<file path="src/rtl/keywd_pkg.sv">
package keywd_pkg;

  localparam logic [7:0] KEY_KICK  = 8'hA5;
  localparam logic [7:0] KEY_OFF_1 = 8'hDE;
  localparam logic [7:0] KEY_OFF_2 = 8'hAD;
  localparam logic [7:0] KEY_LOCK  = 8'hFF;

  // One decoded register write
  typedef struct packed {
    logic any;     // a write happened this cycle
    logic kick;    // enable and restart
    logic off_1;   // first byte of the disable pair
    logic off_2;   // second byte of the disable pair
    logic lock;    // lock out disabling
    logic ivl_wr;  // interval write (top bit clear)
  } wd_cmd_t;

endpackage

</file>
<file path="src/rtl/keywd_decode.sv">
module keywd_decode
  import keywd_pkg::*;
#(
  parameter int DATA_W = 8,
  parameter int IVL_W  = 3
) (
  input  logic              wr_en,
  input  logic [DATA_W-1:0] wr_data,
  output wd_cmd_t           cmd,
  output logic [IVL_W-1:0]  ivl_val
);

  always_comb begin
    cmd        = '0;
    cmd.any    = wr_en;
    cmd.kick   = wr_en && (wr_data == KEY_KICK);
    cmd.off_1  = wr_en && (wr_data == KEY_OFF_1);
    cmd.off_2  = wr_en && (wr_data == KEY_OFF_2);
    cmd.lock   = wr_en && (wr_data == KEY_LOCK);
    cmd.ivl_wr = wr_en && !wr_data[DATA_W-1];
    ivl_val    = wr_data[IVL_W-1:0];
  end

endmodule

</file>
<file path="src/rtl/keywd_arm.sv">
module keywd_arm
  import keywd_pkg::*;
#(
  parameter int IVL_W = 3,
  parameter int WIN   = 4
) (
  input  logic             clk,
  input  logic             rst,
  input  wd_cmd_t          cmd,
  input  logic [IVL_W-1:0] ivl_val,
  output logic             enabled,
  output logic             locked,
  output logic [IVL_W-1:0] ivl
);

  localparam int AGE_W = $clog2(WIN + 1);

  logic             pend_q;
  logic [AGE_W-1:0] age_q;
  logic             off_ok;

  // second key accepted only inside the window and without lockout
  assign off_ok = pend_q && cmd.off_2 && !locked;

  always_ff @(posedge clk) begin
    if (rst) begin
      enabled <= 1'b1;
      locked  <= 1'b0;
      ivl     <= '1;
    end else begin
      if (cmd.ivl_wr) ivl <= ivl_val;
      if (cmd.lock)   locked <= 1'b1;
      if (cmd.kick)        enabled <= 1'b1;
      else if (off_ok)     enabled <= 1'b0;
    end
  end

  // pending-disable window: age counts edges since the first key
  always_ff @(posedge clk) begin
    if (rst) begin
      pend_q <= 1'b0;
      age_q  <= '0;
    end else if (cmd.off_1) begin
      pend_q <= 1'b1;
      age_q  <= AGE_W'(1);
    end else if (cmd.any) begin
      pend_q <= 1'b0;
      age_q  <= '0;
    end else if (pend_q) begin
      if (age_q == AGE_W'(WIN)) begin
        pend_q <= 1'b0;
        age_q  <= '0;
      end else begin
        age_q  <= age_q + AGE_W'(1);
      end
    end
  end

  AST_LOCK_HOLDS: assert property (@(posedge clk) disable iff (rst)
    locked |=> locked);
  AST_PEND_WINDOW: assert property (@(posedge clk) disable iff (rst)
    pend_q |-> (age_q != '0) && (age_q <= AGE_W'(WIN)));

endmodule

</file>
<file path="src/rtl/keywd_count.sv">
module keywd_count #(
  parameter int CNT_W    = 21,
  parameter int IVL_W    = 3,
  parameter int BASE_EXP = 3
) (
  input  logic             clk,
  input  logic             rst,
  input  logic             enabled,
  input  logic             kick,
  input  logic [IVL_W-1:0] ivl,
  output logic             expire
);

  localparam int MAX_SH = 2 * (BASE_EXP + (1 << IVL_W) - 1);
  localparam int SH_W   = $clog2(MAX_SH + 1);

  logic [CNT_W-1:0] cnt_q;
  logic [SH_W-1:0]  shamt;
  logic [CNT_W-1:0] last;

  // limit = 4^(BASE_EXP+ivl); terminal count is limit-1
  always_comb begin
    shamt = SH_W'(2 * BASE_EXP) + SH_W'({ivl, 1'b0});
    last  = (CNT_W'(1) << shamt) - CNT_W'(1);
  end

  always_ff @(posedge clk) begin
    if (rst) begin
      cnt_q  <= '0;
      expire <= 1'b0;
    end else begin
      expire <= 1'b0;
      if (kick || !enabled) begin
        cnt_q <= '0;
      end else if (cnt_q >= last) begin
        cnt_q  <= '0;
        expire <= 1'b1;
      end else begin
        cnt_q <= cnt_q + CNT_W'(1);
      end
    end
  end

  AST_CNT_HELD: assert property (@(posedge clk) disable iff (rst)
    !enabled |=> (cnt_q == '0));
  AST_REQ_ONE_CYCLE: assert property (@(posedge clk) disable iff (rst)
    expire |=> !expire);
  AST_REQ_RESTARTS: assert property (@(posedge clk) disable iff (rst)
    expire |-> (cnt_q == '0));

endmodule

</file>
<file path="src/rtl/keywd_top.sv">
module keywd_top
  import keywd_pkg::*;
#(
  parameter int CNT_W    = 21,
  parameter int IVL_W    = 3,
  parameter int BASE_EXP = 3,
  parameter int WIN      = 4
) (
  input  logic       clk,
  input  logic       rst,
  input  logic       wr_en,
  input  logic [7:0] wr_data,
  output logic [7:0] rd_data,
  output logic       req_rst
);

  localparam int DATA_W   = 8;
  localparam int STAT_BIT = 4;

  wd_cmd_t          cmd;
  logic [IVL_W-1:0] ivl_val;
  logic             enabled;
  logic             locked;
  logic [IVL_W-1:0] ivl;

  keywd_decode #(.DATA_W(DATA_W), .IVL_W(IVL_W)) dec_i (
    .wr_en   (wr_en),
    .wr_data (wr_data),
    .cmd     (cmd),
    .ivl_val (ivl_val)
  );

  keywd_arm #(.IVL_W(IVL_W), .WIN(WIN)) arm_i (
    .clk     (clk),
    .rst     (rst),
    .cmd     (cmd),
    .ivl_val (ivl_val),
    .enabled (enabled),
    .locked  (locked),
    .ivl     (ivl)
  );

  keywd_count #(.CNT_W(CNT_W), .IVL_W(IVL_W), .BASE_EXP(BASE_EXP)) cnt_i (
    .clk     (clk),
    .rst     (rst),
    .enabled (enabled),
    .kick    (cmd.kick),
    .ivl     (ivl),
    .expire  (req_rst)
  );

  always_comb begin
    rd_data                = '0;
    rd_data[STAT_BIT]      = enabled;
    rd_data[IVL_W-1:0]     = ivl;
  end

  AST_DIS_KEYED: assert property (@(posedge clk) disable iff (rst)
    $fell(enabled) |-> $past(wr_en && (wr_data == KEY_OFF_2)));
  AST_EN_KEYED: assert property (@(posedge clk) disable iff (rst)
    $rose(enabled) |-> $past(wr_en && (wr_data == KEY_KICK)));
  AST_LOCK_NO_OFF: assert property (@(posedge clk) disable iff (rst)
    (locked && enabled) |=> enabled);
  AST_IVL_STABLE: assert property (@(posedge clk) disable iff (rst)
    !(wr_en && !wr_data[DATA_W-1]) |=> $stable(ivl));
  AST_NO_REQ_OFF: assert property (@(posedge clk) disable iff (rst)
    !enabled |=> !req_rst);

endmodule

</file>
<file path="config.mk">
export PLATFORM = sky130hd
export DESIGN_NAME = keywd_top
export DESIGN_NICKNAME = d
export VERILOG_FILES = /design/src/rtl/keywd_pkg.sv /design/src/rtl/keywd_decode.sv /design/src/rtl/keywd_arm.sv /design/src/rtl/keywd_count.sv /design/src/rtl/keywd_top.sv
export SDC_FILE = /design/constraint.sdc
export NUM_CORES = 1
export LEC_CHECK = 0
export ABC_CLOCK_PERIOD_IN_PS = 5170
export BUFFER_PORTS_ARGS = -buffer_cell sky130_fd_sc_hd__buf_2
export CAP_MARGIN = 5
export CORE_MARGIN = 10
export CORE_UTILIZATION = 63
export DETAILED_ROUTE_END_ITERATION = 12
export PLACE_DENSITY = 0.83
export REMOVE_ABC_BUFFERS = 1
export SLEW_MARGIN = 20
export SYNTH_ARGS = -nofsm -noshare
export SYNTH_HDL_FRONTEND = slang
export SYNTH_SLANG_ARGS = --single-unit
export TNS_END_PERCENT = 50
</file>
<file path="constraint.sdc">
create_clock -name clk -period 5.17 [get_ports clk]
set_input_delay 0.2585 -clock clk [delete_from_list [all_inputs] [get_ports clk]]
set_output_delay 0.2585 -clock clk [all_outputs]
set_load 0.005 [all_outputs]
</file>
==> results of run 1 <==
==> cell usage after synthesis (all sizes together), types with 5 or more instances <==
library cell / number / share of area [%]
nor2: 36 / 9.2
dfxtp: 31 / 31
ha: 22 / 14
nand2: 21 / 4.0
nand3: 15 / 4.2
a21oi: 10 / 2.5
xnor2: 10 / 4.3
xor2: 9 / 3.9
inv: 8 / 1.5
nand4: 8 / 2.8
nor3: 8 / 2.0
buf: 7 / 3.0
clkbuf: 5 / 0.93
nand2b: 5 / 1.6
nor4: 5 / 2.9
o21ai: 5 / 1.2
==> worst register-to-register path: stages, from the launching register on <==
cell and delay (ps):
sky130_fd_sc_hd__dfxtp_1 590, sky130_fd_sc_hd__nor3_1 140, sky130_fd_sc_hd__nand2b_1 170, sky130_fd_sc_hd__ha_1 310
sky130_fd_sc_hd__a211oi_1 270, sky130_fd_sc_hd__a211oi_1 110, sky130_fd_sc_hd__o21ai_1 210, sky130_fd_sc_hd__nand4_2 690
sky130_fd_sc_hd__nor2_2 300
==> per-layer routing <==
metal  track usage (%)  vias up
met1              17.5      703
li1                  -      829
met2              20.2       13
met3              4.95        7
met5                 0        -
met4              6.51        0
==> through the flow <==
stage | util (%) | area, µm²
after floorplan | - | 1960
after global placement | 68.4 | 2090
after detailed placement | 68.4 | 2090
after CTS | 69.7 | 2130
after global routing | 69.7 | 2130
final | 69.7 | 2130
==> logic make-up (layout without fill, tap and decap cells) <==
logic type	count (synthesis)	after routing	synth area share, %
AO/OA/AOI/OAI	27	27	9.68
XOR/XNOR	19	19	8.25
adder cells (fa/ha/maj)	22	22	13.6
buffers and inverters	20	29	5.40
flip-flops	31	31	30.8
multiplexers	2	2	0.993
other	2	7	0.372
AND/OR/NAND/NOR	111	111	30.9
==> area by class of cell <==
class                      instances  share of cell area, %
timing repair buffer              15                   3.53
inverter                           8                   1.41
tap                               44                   2.59
sequential                        31                   29.2
clock buffer                       6                   1.94
multi-input combinational        188                   61.4
==> sequential cells by signal (all words and copies together), names as in the netlist <==
signal,cells
cnt_i.cnt_q,21
arm_i.age_q,3
arm_i.ivl,3
arm_i.enabled,1
arm_i.locked,1
arm_i.pend_q,1
cnt_i.expire,1
==> worst paths after layout <==
path / start / to / slack [ps] / cells past startpoint
max: arm_i.ivl[2] / cnt_i.cnt_q[12] / 2330 / 8
min: wr_data[2] / arm_i.ivl[2] / 150 / 2
max reg2reg: arm_i.ivl[2] / cnt_i.cnt_q[12] / 2330 / 8
min reg2reg: arm_i.enabled / arm_i.enabled / 480 / 2
==> power groups by stage <==
stage / Sequential, µW / Clock [µW] / Combinational, µW
after detailed placement: 256 / 0 / 46.8
final: 250 / 125 / 47.7
after global routing: 251 / 141 / 55.5
after global placement: 256 / 0 / 46.1
after floorplan: 254 / 0 / 33.0
after CTS: 250 / 130 / 47.1
==> out/metrics.yaml, run 1 <==
power:
  seq_power_share_pct: 59.2
  power.leakage_uw: 0.000851
  power.clock.fraction_pct: 29.6
  p_int_uw: 310
  report.power.total_uw: 423
  powerDensity_mw_per_mm2: 199
  max-vdd-ir-drop_v: 0.000182
  net-switching-power_uw: 113
  power.combinational.fraction_pct: 11.3
  power.switching_fraction_pct: 26.6
drt:
  avgRoutedWirePerCell_um: 12.8
  detail_route.drc_violations: 0
  wire_length_on_met1_um: 1820
  route.met2.wl_um: 1710
  route.final.wire_length_um: 3750
  avgViaCountPerCell: 5.32
  first_pass_iters: 4
  dr.max_layer_used: "met4"
  drtIter0Drc: 141
  remaining_antenna_violation_count: 0
  detailroute.via_count: 1552
  met3WireLength_um: 123
clocking:
  clock_tree_from_tritoncts: "done"
  post_cts_gate_resize_count: 0
  htree_levels: 2
  cts_setup_buffers: 0
  clk_path_buf_depth: 2
  cts.clk_slew.worst_paths_ps: 90
  cts_num_sinks: 31
  cts_hold_repair.buffers: 0
  clock-root-buffer: "sky130_fd_sc_hd__clkbuf_4"
  cts_buffers: 5
  clk_latency_ps: 330
grt:
  first_global_vias: 1438
  globalRoute.totalOverflow: 0
  grt_max_degree: 22
  first_pass_grt_wire_length_um: 6690
  antenna_found_initial: 0
  global_route.usage.total_pct: 13.8
final_layout:
  ff_latch_area_um2: 621
  fin_nets: 282
  final_cell_count_without_fillers: 292
  area_growth_pct: 5.52
  n_fill_cell: 272
  final_layout_size_suffix_gt1_share_pct: 19.8
  most-common-layout-cells: "31 x sky130_fd_sc_hd__dfxtp_1, 22 x sky130_fd_sc_hd__ha_1, 20 x sky130_fd_sc_hd__nand2_1, 20 x sky130_fd_sc_hd__nor2_2, 16 x sky130_fd_sc_hd__nor2_1"
  multi_input_logic_area_mm2: 0.00131
  antenna_cells_inserted: 0
  most_common_library_cell_in_the_layout_ignoring_fill_and_taps: "sky130_fd_sc_hd__dfxtp_1"
place:
  post-dp-hpwl_um: 2890
  placer_s_final_routability_congestion_estimate: 0.787
  placed_cells: 286
  place_worst_setup_slack_ps: 2340
  port-buffer-count: 15
critical_path:
  setup.worst_path.class: "register to register"
  critical-path-max-stage-delay_ps: 690
  crit_arrival_ps: 3100
  critical-path-slowest-cell: "sky130_fd_sc_hd__nand4_2"
  critPathTopFamily: "simple AND/OR/NAND/NOR gates"
  critical_path_required_time_ps: 5430
  critical_path_buf_inv_count: 0
  worst-path-max-fanout: 21
  worst_setup_path_end_kind: "register"
  cp_common_cell: "sky130_fd_sc_hd__a211oi_1"
  worstPathCellList: "nor3_1 -> nand2b_1 -> ha_1 -> a211oi_1 -> a211oi_1 -> o21ai_1 -> nand4_2 -> nor2_2"
  critical_path.startpoint_type: "register"
timing:
  finalWorstSetupSlack_ps: 2330
  hold_viol: 0
  skew_ps: 2.47
  period_share_pct: 54.9
  worst_slew_margin_rel_pct: 44.3
  final_period_minus_worst_setup_slack_ps: 2840
  worst_pin_slew_ps: 834
  report.final.slew_viol_count: 0
  setup_repair_after_global_routing_missed_its_margin: "false"
  fmax_mhz: 352
  final.hold.worst_slack_ps: 150
  setup_viol: 0
  totalNegativeSetupSlack_ps: 0
synthesis:
  count_of_distinct_cell_types_in_the_synthesized_netlist: 40
  async_reset_ff_share_pct: 0
  synth-edff-count: 0
  synth-seq-cells: 31
  syn_inst: 234
  syn_avg_cell_area_um2: 8.62
  yosys_most_used_dff: "sky130_fd_sc_hd__dfxtp_1"
  yosys_warnings: 0
  area_of_the_mapped_netlist_mm2: 0.00202
  ys_seq_area_share_pct: 30.8
floorplanning:
  floorplan.die.height_um: 76.6
  placeableCoreArea_mm2: 0.00305
  floorplan.die_area_mm2: 0.00586
  chipWidth_um: 76.6
  boundary_pin_count: 20
  placement_rows: 20
  initial_utilization_pct: 66.1
flow_run:
  max_cap_violations: 0
min_path:
  class_of_the_tightest_hold_or_removal_check: "primary input to register"
outcome:
  outcome: "finished, final reports clean"
No activity file was read; power rests on OpenSTA's default activity.
==> run 2, diff against run 1 <==
--- a/config.mk
+++ b/config.mk
@@ -5,13 +5,13 @@
 export SDC_FILE = /design/constraint.sdc
 export NUM_CORES = 1
 export LEC_CHECK = 0
-export ABC_CLOCK_PERIOD_IN_PS = 5170
+export ABC_CLOCK_PERIOD_IN_PS = 2700
 export BUFFER_PORTS_ARGS = -buffer_cell sky130_fd_sc_hd__buf_2
 export CAP_MARGIN = 5
 export CORE_MARGIN = 10
-export CORE_UTILIZATION = 63
+export CORE_UTILIZATION = 59
 export DETAILED_ROUTE_END_ITERATION = 12
-export PLACE_DENSITY = 0.83
+export PLACE_DENSITY = 0.79
 export REMOVE_ABC_BUFFERS = 1
 export SLEW_MARGIN = 20
 export SYNTH_ARGS = -nofsm -noshare
==> constraint.sdc (replaced) <==
create_clock -name clk -period 2.7 [get_ports clk]
set_input_delay 0.135 -clock clk [delete_from_list [all_inputs] [get_ports clk]]
set_output_delay 0.135 -clock clk [all_outputs]
set_load 0.005 [all_outputs]
==> out/metrics.yaml, run 2 (synthesis results as in run 1) <==
drt:
  detail_route.drc_violations: 0
  detailroute.via_count: 1638
  wire_length_on_met1_um: 1530
  route.met2.wl_um: 1960
  avgViaCountPerCell: 5.50
  remaining_antenna_violation_count: 0
  met3WireLength_um: 195
  route.final.wire_length_um: 3740
  first_pass_iters: 4
  dr.max_layer_used: "met4"
  drtIter0Drc: 51
  avgRoutedWirePerCell_um: 12.6
final_layout:
  most-common-layout-cells: "31 x sky130_fd_sc_hd__dfxtp_1, 22 x sky130_fd_sc_hd__ha_1, 20 x sky130_fd_sc_hd__nand2_1, 20 x sky130_fd_sc_hd__nor2_2, 16 x sky130_fd_sc_hd__nor2_1"
  final_layout_size_suffix_gt1_share_pct: 21.4
  antenna_cells_inserted: 0
  reg_top3: "cnt_i.cnt_q (21), arm_i.age_q (3), arm_i.ivl (3)"
  regMostFlops: "cnt_i.cnt_q"
  fin_nets: 284
  fin_util_pct: 65.3
  most_common_library_cell_in_the_layout_ignoring_fill_and_taps: "sky130_fd_sc_hd__dfxtp_1"
  area_growth_pct: 7.20
  largest_register_ffs: 21
floorplanning:
  boundary_pin_count: 20
  chipWidth_um: 78.5
  floorplan.die.height_um: 78.5
  floorplan.die_area_mm2: 0.00616
  initial_utilization_pct: 60.9
  placeableCoreArea_mm2: 0.00331
  placement_rows: 21
timing:
  worst_slew_margin_rel_pct: 66.1
  final_period_minus_worst_setup_slack_ps: 2320
  hold_viol: 0
  final.hold.worst_slack_ps: 43.1
  report.final.slew_viol_count: 0
  worst_pin_slew_ps: 505
  totalNegativeSetupSlack_ps: 0
  finalWorstSetupSlack_ps: 383
  setup_viol: 0
  fmax_mhz: 432
  setup_repair_after_global_routing_missed_its_margin: "false"
  period_share_pct: 85.8
  skew_ps: 13.7
clocking:
  clock_tree_from_tritoncts: "done"
  cts_setup_buffers: 0
  clock-root-buffer: "sky130_fd_sc_hd__clkbuf_4"
  cts_num_sinks: 31
  cts.clk_slew.worst_paths_ps: 100
  htree_levels: 2
  cts_buffers: 5
  cts_hold_repair.buffers: 0
  clk_latency_ps: 330
  clk_path_buf_depth: 2
  post_cts_gate_resize_count: 0
place:
  place_worst_setup_slack_ps: 368
  placer_s_final_routability_congestion_estimate: 0.800
  post-dp-hpwl_um: 2930
  port-buffer-count: 15
critical_path:
  setup.worst_path.class: "register to register"
  cp_common_cell: "sky130_fd_sc_hd__nand4_1"
  endpoint: "cnt_i.cnt_q[10]"
  reg2reg_to: "cnt_i.cnt_q[10]"
  critical_path.startpoint_type: "register"
  r2r_cells: 8
  crit_arrival_ps: 2550
  critical-path-max-stage-delay_ps: 580
  critical_path_required_time_ps: 2930
  rr_startpoint: "arm_i.ivl[2]"
  critPathTopFamily: "simple AND/OR/NAND/NOR gates"
  critical_path_buf_inv_count: 1
  critical-path-slowest-cell: "sky130_fd_sc_hd__dfxtp_1"
  worst-path-stages: 8
  worst-path-max-fanout: 13
  reg2reg_slack_ps: 380
  worst_setup_path_start: "arm_i.ivl[2]"
  worst_setup_path_end_kind: "register"
  worstPathCellList: "nand4_1 -> ha_1 -> nand4_1 -> nor3_1 -> o21ai_1 -> nand4_2 -> buf_4 -> nor2_2"
grt:
  grt_max_degree: 14
  global_route.usage.total_pct: 13.0
  antenna_found_initial: 0
  first_global_vias: 1556
  first_pass_grt_wire_length_um: 6710
  globalRoute.totalOverflow: 0
power:
  p_int_uw: 604
  seq_power_share_pct: 57.1
  max-vdd-ir-drop_v: 0.000351
  power.switching_fraction_pct: 28.2
  powerDensity_mw_per_mm2: 389
  net-switching-power_uw: 237
  power.combinational.fraction_pct: 11.2
  power.clock.fraction_pct: 31.7
  power.leakage_uw: 0.000864
outcome:
  outcome: "finished, final reports clean"
min_path:
  class_of_the_tightest_hold_or_removal_check: "primary input to register"
flow_run:
  max_cap_violations: 0
-- run 2: worst min path at each step --
stage,from,to,slack [ps],cells past startpoint
finish,wr_data[0],arm_i.ivl[0],40,2
global route,wr_data[1],arm_i.ivl[1],20,2
CTS,wr_data[1],arm_i.ivl[1],30,2
detailed placement,wr_data[2],arm_i.ivl[2],370,2
global placement,wr_data[2],arm_i.ivl[2],370,2
floorplan,rst,arm_i.locked,210,1
-- run 2: area by class of cell --
class	instances	area [µm²]
clock buffers	5	37.5
inverters	8	30.0
fillers	308	1150
well taps	46	57.6
clock inverters	3	20.0
multi-input cells	188	1310
repair buffers	17	90.1
flip-flops and latches	31	621
-- run 2: power by group through the flow --
| stage | Clock, µW | Combinational, µW | Sequential, µW |
|---|---|---|---|
| 6_report | 266 | 94.0 | 480 |
| 5_1_grt | 299 | 108 | 482 |
| 4_1_cts | 277 | 92.6 | 480 |
| 3_5_place_dp | 0 | 91.8 | 490 |
| 3_3_place_gp | 0 | 90.8 | 489 |
| 2_1_floorplan | 0 | 63.2 | 487 |
-- run 2: metal layers --
| metal | vias up | GRT usage (%) |
|---|---|---|
| met4 | 0 | 5.02 |
| met3 | 6 | 3.87 |
| met5 | - | 0 |
| li1 | 839 | - |
| met2 | 33 | 22.5 |
| met1 | 760 | 14.7 |
-- run 2: per-stage QoR --
step	area [µm²]	instances	power [µW]
detailed placement	2100	290	582
CTS	2160	298	850
finish	2160	298	840
floorplan	1960	227	550
global placement	2100	290	580
global route	2160	298	889
